**src/rtl/eep_seq_pkg.sv**
```systemverilog
package eep_seq_pkg;

  typedef enum logic [2:0] {
    S_IDLE, S_WSET, S_WLOW, S_WHI, S_PACC, S_PGAP, S_RACC
  } seq_st_e;

  // nanoseconds to cycles, rounded up, never below one cycle
  function automatic int unsigned ns2cyc(input int unsigned ns, input int unsigned clk_ns);
    int unsigned c;
    c = (ns + clk_ns - 1) / clk_ns;
    return (c == 0) ? 1 : c;
  endfunction

  // high time after a write pulse so that setup + low + high reaches the load spacing
  function automatic int unsigned hi_cyc(input int unsigned gap, input int unsigned low);
    return (gap > low + 2) ? gap - low - 1 : 1;
  endfunction

  function automatic int unsigned max3(input int unsigned a, input int unsigned b,
                                       input int unsigned c);
    int unsigned m;
    m = (a > b) ? a : b;
    return (m > c) ? m : c;
  endfunction

endpackage

```
**src/rtl/eep_page_guard.sv**
```systemverilog
module eep_page_guard #(
  parameter int PAGE_BYTES = 64,
  localparam int OFF_W = $clog2(PAGE_BYTES),
  localparam int NW = $clog2(PAGE_BYTES + 1)
) (
  input  logic [OFF_W-1:0] offset,
  input  logic [NW-1:0]    nbytes,
  output logic             fits
);
  localparam int SW = NW + 1;
  logic [SW-1:0] span_end;

  assign span_end = SW'(offset) + SW'(nbytes);
  assign fits = (nbytes != '0) && (span_end <= SW'(PAGE_BYTES));
endmodule

```
**src/rtl/eep_byte_mux.sv**
```systemverilog
module eep_byte_mux #(
  parameter int PAGE_BYTES = 64,
  localparam int OFF_W = $clog2(PAGE_BYTES)
) (
  input  logic [PAGE_BYTES*8-1:0] page_data,
  input  logic [OFF_W-1:0]        sel,
  output logic [7:0]              byte_out
);
  logic [7:0] lane [PAGE_BYTES];

  for (genvar g = 0; g < PAGE_BYTES; g++) begin : g_lane
    assign lane[g] = page_data[g*8 +: 8];
  end

  assign byte_out = lane[sel];
endmodule

```
**src/rtl/eep_poll_timer.sv**
```systemverilog
module eep_poll_timer #(
  parameter int unsigned LIMIT = 1000,
  localparam int TW = $clog2(LIMIT + 1)
) (
  input  logic clk,
  input  logic rst,
  input  logic clr,
  input  logic run,
  output logic expired
);
  logic [TW-1:0] ticks;

  always_ff @(posedge clk) begin
    if (rst || clr) ticks <= '0;
    else if (run)   ticks <= ticks + 1'b1;
  end

  assign expired = run && (ticks == TW'(LIMIT - 1));
endmodule

```
**src/rtl/eep_page_seq.sv**
```systemverilog
module eep_page_seq
  import eep_seq_pkg::*;
#(
  parameter int AW = 15,
  parameter int PAGE_BYTES = 64,
  parameter int unsigned CLK_NS = 5,
  parameter int unsigned WE_NS = 150,
  parameter int unsigned GAP_NS = 200,
  parameter int unsigned WIN_NS = 149000,
  parameter int unsigned ACC_NS = 120,
  parameter int unsigned TMAX_NS = 10000000,
  localparam int NW = $clog2(PAGE_BYTES + 1)
) (
  input  logic                    clk,
  input  logic                    rst,
  input  logic                    req_valid,
  output logic                    req_ready,
  input  logic                    req_write,
  input  logic [AW-1:0]           req_addr,
  input  logic [NW-1:0]           req_nbytes,
  input  logic [PAGE_BYTES*8-1:0] req_data,
  output logic                    req_reject,
  output logic                    done_valid,
  output logic                    done_err,
  output logic                    rd_valid,
  output logic [7:0]              rd_data,
  output logic                    ee_ce_n,
  output logic                    ee_oe_n,
  output logic                    ee_we_n,
  output logic [AW-1:0]           ee_addr,
  output logic [7:0]              ee_dout,
  output logic                    ee_dout_en,
  input  logic [7:0]              ee_din
);
  localparam int OFF_W = $clog2(PAGE_BYTES);
  localparam int unsigned WE_CYC  = ns2cyc(WE_NS, CLK_NS);
  localparam int unsigned GAP_CYC = ns2cyc(GAP_NS, CLK_NS);
  localparam int unsigned HI_CYC  = hi_cyc(GAP_CYC, WE_CYC);
  localparam int unsigned ACC_CYC = ns2cyc(ACC_NS, CLK_NS);
  localparam int unsigned TMO_CYC = ns2cyc(TMAX_NS, CLK_NS);
  localparam int CW = $clog2(max3(WE_CYC, HI_CYC, ACC_CYC) + 1);

  seq_st_e st;
  logic [CW-1:0] cnt;
  logic [OFF_W-1:0] idx;
  logic [AW-1:0] base_q;
  logic [NW-1:0] nb_q;
  logic [PAGE_BYTES*8-1:0] data_q;

  // named events, also watched by the checker
  logic page_ok, cur_last, acc_done, samp_evt, poll_match, poll_start, tmo_hit, busy_rej;
  logic polling;
  logic [7:0] cur_byte;

  eep_page_guard #(.PAGE_BYTES(PAGE_BYTES)) guard_i (
    .offset(req_addr[OFF_W-1:0]), .nbytes(req_nbytes), .fits(page_ok));

  eep_byte_mux #(.PAGE_BYTES(PAGE_BYTES)) mux_i (
    .page_data(data_q), .sel(idx), .byte_out(cur_byte));

  eep_poll_timer #(.LIMIT(TMO_CYC)) tmr_i (
    .clk(clk), .rst(rst), .clr(poll_start), .run(polling), .expired(tmo_hit));

  assign polling    = (st == S_PACC) || (st == S_PGAP);
  assign cur_last   = (NW'(idx) + NW'(1)) == nb_q;
  assign acc_done   = cnt == CW'(ACC_CYC - 1);
  assign samp_evt   = ((st == S_PACC) || (st == S_RACC)) && acc_done;
  assign poll_match = (st == S_PACC) && samp_evt && (ee_din[7] == cur_byte[7]);
  assign poll_start = (st == S_WHI) && (cnt == CW'(HI_CYC - 1)) && cur_last;
  assign busy_rej   = polling && req_valid;
  assign req_ready  = (st == S_IDLE) || polling;

  assign ee_addr = base_q + AW'(idx);
  assign ee_dout = cur_byte;

  always_comb begin
    ee_ce_n = 1'b1;
    ee_oe_n = 1'b1;
    ee_we_n = 1'b1;
    ee_dout_en = 1'b0;
    unique case (st)
      S_WSET, S_WHI: begin ee_ce_n = 1'b0; ee_dout_en = 1'b1; end
      S_WLOW:        begin ee_ce_n = 1'b0; ee_we_n = 1'b0; ee_dout_en = 1'b1; end
      S_PACC, S_RACC: begin ee_ce_n = 1'b0; ee_oe_n = 1'b0; end
      S_PGAP:        ee_ce_n = 1'b0;
      default: ;
    endcase
  end

  always_ff @(posedge clk) begin
    if (rst) begin
      st <= S_IDLE;
      cnt <= '0;
      idx <= '0;
      base_q <= '0;
      nb_q <= '0;
      data_q <= '0;
      req_reject <= 1'b0;
      done_valid <= 1'b0;
      done_err <= 1'b0;
      rd_valid <= 1'b0;
      rd_data <= '0;
    end else begin
      req_reject <= busy_rej;
      done_valid <= 1'b0;
      rd_valid <= 1'b0;
      cnt <= cnt + 1'b1;
      unique case (st)
        S_IDLE: begin
          cnt <= '0;
          if (req_valid) begin
            if (!req_write) begin
              base_q <= req_addr;
              idx <= '0;
              st <= S_RACC;
            end else if (page_ok) begin
              base_q <= req_addr;
              nb_q <= req_nbytes;
              data_q <= req_data;
              idx <= '0;
              st <= S_WSET;
            end else begin
              req_reject <= 1'b1;
            end
          end
        end
        S_WSET: begin cnt <= '0; st <= S_WLOW; end
        S_WLOW: if (cnt == CW'(WE_CYC - 1)) begin cnt <= '0; st <= S_WHI; end
        S_WHI: if (cnt == CW'(HI_CYC - 1)) begin
          cnt <= '0;
          if (cur_last) st <= S_PACC;
          else begin idx <= idx + 1'b1; st <= S_WSET; end
        end
        S_PACC: begin
          if (poll_match) begin
            done_valid <= 1'b1; done_err <= 1'b0; st <= S_IDLE;
          end else if (tmo_hit) begin
            done_valid <= 1'b1; done_err <= 1'b1; st <= S_IDLE;
          end else if (samp_evt) begin
            st <= S_PGAP;
          end
        end
        S_PGAP: begin
          cnt <= '0;
          if (tmo_hit) begin
            done_valid <= 1'b1; done_err <= 1'b1; st <= S_IDLE;
          end else st <= S_PACC;
        end
        S_RACC: if (acc_done) begin
          rd_valid <= 1'b1; rd_data <= ee_din; st <= S_IDLE;
        end
        default: st <= S_IDLE;
      endcase
    end
  end
endmodule

```
**config.mk**
```make
export PLATFORM = sky130hd
export DESIGN_NAME = eep_page_seq
export DESIGN_NICKNAME = d
export VERILOG_FILES = /design/src/rtl/eep_seq_pkg.sv /design/src/rtl/eep_page_guard.sv /design/src/rtl/eep_byte_mux.sv /design/src/rtl/eep_poll_timer.sv /design/src/rtl/eep_page_seq.sv
export SDC_FILE = /design/constraint.sdc
export NUM_CORES = 1
export LEC_CHECK = 0
export ABC_AREA = 0
export BUFFER_PORTS_ARGS = -buffer_cell sky130_fd_sc_hd__buf_2
export CORE_MARGIN = 1
export CORE_UTILIZATION = 45
export CTS_CLUSTER_SIZE = 25
export DETAILED_ROUTE_END_ITERATION = 10
export MAX_ROUTING_LAYER = met4
export PLACE_DENSITY = 0.69
export SYNTH_ARGS = -nofsm -noshare
export SYNTH_HDL_FRONTEND = slang
export SYNTH_SLANG_ARGS = --single-unit
export TNS_END_PERCENT = 100
```
**constraint.sdc**
```tcl
create_clock -name clk -period 3.7 [get_ports clk]
set_input_delay 0.185 -clock clk [delete_from_list [all_inputs] [get_ports clk]]
set_output_delay 0.185 -clock clk [all_outputs]
set_load 0.02 [all_outputs]
```
---- Word level (Yosys, flattened, before mapping) ----
Index checks and enable logic that the tools add are counted.
storage, ports and cells
  bits in latches ......................... 0
  logic and storage cells ................. 109
  memories kept ........................... 0
  bits in registers ....................... 581
  RAM bits ................................ 0
  input bits .............................. 546
  output and inout port bits .............. 40
  memory bits (read-only) ................. 0
operators by class
  multipliers ............................. 0
  $lt $le $gt $ge ......................... 2
  equality and inequality tests ........... 20
  divide/modulo/power cells ............... 0
  bitwise gates (word level) .............. 2
  shift operators ......................... 0
  muxes and demuxes ....................... 41
  $add $sub $neg .......................... 6
  reduce and logical (&&, ||, !) cells .... 26
operators by type and width
  cell                                                             number
  binary-select mux 8 bit (select 6 bit)                           1
  two-way mux 3 bit                                                11
  two-way mux 15 bit                                               2
  two-way mux 6 bit                                                5
  adder 21 x 1 -> 21 bit (second input constant)                   1
  equality test 21 bit (second input constant)                     1
  one-hot mux 3 bit (7 select lines)                               1
  two-way mux 8 bit                                                2
  adder 15 x 6 -> 15 bit                                           1
  one-hot mux 5 bit (3 select lines)                               1
  two-way mux 1 bit                                                13
  one-hot mux 6 bit (2 select lines)                               1
  equality test 5 bit (second input constant)                      2
  two-way mux 5 bit                                                2
  equality test 3 bit (second input constant)                      3
  adder 6 x 7 -> 8 bit                                             1
  less-or-equal comparator 8 x 7 -> 1 bit (second input constant)  1
  logical AND 1 bit                                                8
  != test 2 bit (second input constant)                            4
  adder 6 x 1 -> 7 bit (second input constant)                     1
  equality test 7 bit                                              1
  greater-or-equal comparator 7 bit (second input constant)        1
  inverter 6 -> 7 bit                                              1
  nonzero test 7 bit                                               1
  22 further kinds                                                 31

---- Logic depth before layout (Yosys ltp) ----
  word-level depth ........................ 8
  mapped depth ............................ 12

---- Hierarchy ----
A second synthesis with hierarchy kept.
unflattened totals
  cells, all modules ...................... 3034
  area total of the unflattened synthesis .. 25786.0 um^2
modules (own cells, without submodules)
  module          area each (um^2)  sequential area each (um^2)  instances  cells an instance
  eep_page_seq    20282.0           11210.8                      1          2559
  eep_byte_mux    4196.5            0.0                          1          324
  eep_poll_timer  991.0             420.4                        1          116
  eep_page_guard  316.6             0.0                          1          35

---- Least setup slack after synthesis ----
No wires, ideal clock.
  path type ............................... register -> output
  start point ............................. register idx[1]
  end point ............................... output ee_addr[14]
  required time ........................... 3.515 ns
  arrival ................................. 2.686 ns
  cell stages (with the launch flop) ...... 13
  buffers on the path ..................... 3
  path slack .............................. 0.829 ns
  path through ............................ dfxtp_1 > buf_4 > buf_2 > buf_4 > inv_1 > fa_1 > nor2b_1 > o21ai_0 > a21boi_0 > o21ai_0 > a21oi_1 > nand3_1 > xnor2_1
between the ends
  cells in the longest elaborated chain, start to end .. 1
RTL lines
  what                    line                 source
  from (decl)             eep_page_seq.sv:45   logic [OFF_W-1:0] idx;
  from (signal assigned)  eep_page_seq.sv:94   idx <= '0;
  from (signal assigned)  eep_page_seq.sv:114  idx <= '0;
  from (signal assigned)  eep_page_seq.sv:120  idx <= '0;
  adder 15 x 6 -> 15 bit  eep_page_seq.sv:73   assign ee_addr = base_q + AW'(idx);
  to (decl)               eep_page_seq.sv:30   output logic [AW-1:0] ee_addr,
No other way between the ends.

---- Worst setup path in the final report ----
  start point ............................. input req_nbytes[0]
  end point ............................... register data_q[432]
between the ends
  cells in the longest elaborated chain, start to end .. 4
  elaborated cells between the ends (all ways) .. 5
  classes of those cells .................. 1 x add/sub; 1 x order compare; 3 x reduce/logical
RTL lines
  what                                     line                  source
  from (decl)                              eep_page_seq.sv:20    input logic [NW-1:0] req_nbytes,
  adder 6 x 7 -> 8 bit                     eep_page_guard.sv:13  assign span_end = SW'(offset) + SW'(nbytes);
  less-or-equal comparator 8 x 7 -> 1 bit  eep_page_guard.sv:14  assign fits = (nbytes != '0) && (span_end <= SW'(PAGE_BYTES));
  logical AND 1 bit *                      eep_page_guard.sv:14
  AND reduction 4 bit (no line) *          --
  to (signal assigned)                     eep_page_seq.sv:119   data_q <= req_data;
  to (decl)                                eep_page_seq.sv:48    logic [PAGE_BYTES*8-1:0] data_q;
Mark *: on every way between the ends. The rest lies on a longest branch, timed or not.
A chain may end at the register's enable or synchronous reset.

==> flow_metrics.tcl <==
set metrics [dict create \
    tightest_slew_ns 1.250 \
    cp_data_required_time_ns 4.25 \
    grt_pass1_vias 27008 \
    start_util_pct 45.80 \
    fin_crit_ns 3.611 \
    fin_nets 4590 \
    wl_per_cell_um 21.28 \
    synth-edff-count 0 \
    finalSetupViolations 0 \
    hold_depth 4 \
    critPathKind "primary input to register" \
    die_h_um 239.5 \
    ys_top_cells_by_count "1,074 x nand2_1, 581 x dfxtp_1, 543 x a21oi_1" \
    ios 586 \
    synth-main-ff-cell "dfxtp_1" \
    synthesis.nets 3499 \
    cts_buffers 59 \
    cts_tree "done" \
    clk_path_buf_depth 3 \
    hold_start "req_write" \
    place.gp.congestion 0.9156 \
    dp_hpwl_mm 61.84 \
    drc_errors 0 \
    dr.pass1.iters 9 \
    fin_worst_skew_ns 0.02005 \
    min_path_type "primary input to register" \
    rows 86 \
    grt_overflow_total 0 \
    vias 27178 \
    grt_max_degree 228 \
    die_area_mm2 0.05735 \
    placed_cell_area_mm2 0.02904 \
    crit_fanout 26 \
    synth_most_common_cell "nand2_1" \
    yosysTopAreaCell "dfxtp_1" \
    layout_setup_ws_ns 0.08923 \
    yosysSeqAreaShare_pct 45.83 \
    syn_area_mm2 0.02538 \
    drt-total-wl_mm 103.2 \
    regToRegStartpoint "idx[1]$_SDFFE_PP0P_" \
    syn_inst 2934 \
    ff2ff_path_depth 8 \
    finalCritPeriodShare_pct 97.59 \
    synthTopCellsByArea "dfxtp_1 46%, nand2_1 16%, mux4_2 14%, a21oi_1 11%, buf_2 2.7%" \
    via_per_inst 5.601 \
    drt-initial-drc-count 2562 \
    multi_input_area_mm2 0.01260 \
    fillers 3897 \
    htreeDepth 2 \
    slew_violations 0 \
    clockRootBuffer "clkbuf_16" \
    clock_latency_ns 0.62 \
    syn_area_per_cell_um2 8.650 \
    grt_use_total_pct 36.15 \
    power_leakage_nw 14.17 \
    drv_cap 0 \
    fin_area_mm2 0.03738 \
    postLayoutCoreUtil_pct 67.45 \
    min_to "st[0]$_SDFFE_PP0P_" \
    hold_viol 0 \
    clk_pin_slew_ns 0.06 \
    core_mm2 0.05542 \
    end_kind "register" \
    grt_antenna_before_repair 30 \
    status "finished, final reports clean" \
    ir_drop_v 0.0003547 \
    area_delta_synth_final_pct 47.28 \
    slew_headroom_pct 16.63 \
    cts_sinks 581 \
    regArea_mm2 0.01164 \
    arrival_ns 4.16 \
    synth_top_area_share_pct 45.83 \
    die_x_um 239.5 \
    final_antenna_net_count 0 \
    io_buffers 585 \
    yosysWarnings 0 \
    synth-seq-cells 581 \
    power_density_mw_per_mm2 420.2 \
    max_freq_mhz 276.9 \
    async_flop_share_pct 0 \
    grt_pass1_wl_mm 153.6 \
    r2r-end "st[0]$_SDFFE_PP0P_" \
    critPathLaunchType "primary input" \
    drive_gt1_share_pct 23.22 \
    yosys.cell_types.count 63 \
    rrSetupSlack_ns 0.59 \
    dpl_worst_slack_ns 0.5277 \
]
[state kept, by name, indices dropped and copies added (netlist names), 3 cells and up]
name and flops:
base_q 15, cnt 5, data_q 512, idx 6, nb_q 7, rd_data 8
st 3, tmr_i.ticks 21
[power by group]
group | leakage, nW | internal (mW) | switching [mW]
combinational | 8.43 | 1.19 | 1.32
sequential | 4.69 | 6.53 | 0.210
clock | 1.05 | 3.87 | 2.59
[metrics by stage]
stage          hold WS (ns)  total power, mW  setup TNS [ns]  instances
3_3_place_gp         0.4240            8.709               0       4101
6_report             0.1265            15.71               0       4852
2_1_floorplan        0.3011            7.921               0       2934
4_1_cts             0.07539            15.59               0       4802
5_1_grt              0.1577            16.21       -0.003568       4846
3_5_place_dp         0.4304            8.728               0       4101
[logic make-up after synthesis]
group                      share of synthesized area, %
and+or+nand+nor                                   19.18
AOI/OAI and AO/OA                                 12.90
DFF                                               45.83
buffers and inverters                             4.664
muxes                                             14.95
xor gates and xnor gates                          1.484
adders and majority gates                        0.9959
[area by class of cell]
| class | instances | area share [%] |
|---|---|---|
| Clock buffer | 88 | 4.891 |
| Clock inverter | 18 | 0.7097 |
| Tap cell | 748 | 2.504 |
| Multi-Input combinational cell | 2098 | 33.71 |
| Sequential cell | 581 | 31.14 |
| Inverter | 26 | 0.2711 |
| Timing Repair Buffer | 1259 | 26.54 |
| Antenna cell | 34 | 0.2276 |
[how the worst max path moves through the flow]
| stage | start | end | slack (ns) |
|---|---|---|---|
| 2_1_floorplan | idx[1]$_SDFFE_PP0P_ | ee_addr[14] | 0.83 |
| 3_3_place_gp | idx[0]$_SDFFE_PP0P_ | ee_dout[0] | 0.57 |
| 3_5_place_dp | idx[0]$_SDFFE_PP0P_ | st[0]$_SDFFE_PP0P_ | 0.53 |
| 4_1_cts | idx[0]$_SDFFE_PP0P_ | ee_dout[0] | 0.05 |
| 5_1_grt | req_addr[0] | data_q[432]$_SDFFE_PP0P_ | -0.004 |
| 6_report | req_nbytes[0] | data_q[432]$_SDFFE_PP0P_ | 0.09 |
[timing repair]
action | in CTS | in global routing
gates resized for setup | 0 | 8
buffers inserted | 1 | 15
pin swaps | 0 | 2
endpoints found under the hold margin | 545 | 0
hold buffers | 594 | 0
gates cloned | 0 | 1
setup endpoints to repair | 9 | 44
[cells in the final DEF, fill, tap and decap left out, types with 38 or more instances in the layout]
cell           instances
nand3_1               38
clkbuf_16             62
dlygate4sd3_1        594
dfxtp_1              578
a21oi_1              541
nand2_1             1073
nor2_1                61
buf_2                584
mux4_2               162
buf_4                 45
[worst max-delay path: stages]
cell and delay, ns:
dlygate4sd3_1 0.53, buf_2 0.14, ha_1 0.20, fa_1 0.42, a211o_1 0.36, and2_1 0.17
a211oi_1 0.32, o22ai_2 0.19, nand3_4 0.15, buf_12 0.19, buf_4 0.34, nand2_1 0.16
a21oi_1 0.16, dlygate4sd3_1 0.62
[metal layers]
layer / up-vias / part of all wire [%] / global-route usage [%]
met5: - / 0 / -
met4: 0 / 7.6 / 24.67
met3: 505 / 8.9 / 8.206
met2: 1643 / 47 / 56.82
met1: 12810 / 37 / 41.11
li1: 12220 / - / -
Note: power is estimated with default switching activity, not from simulation.
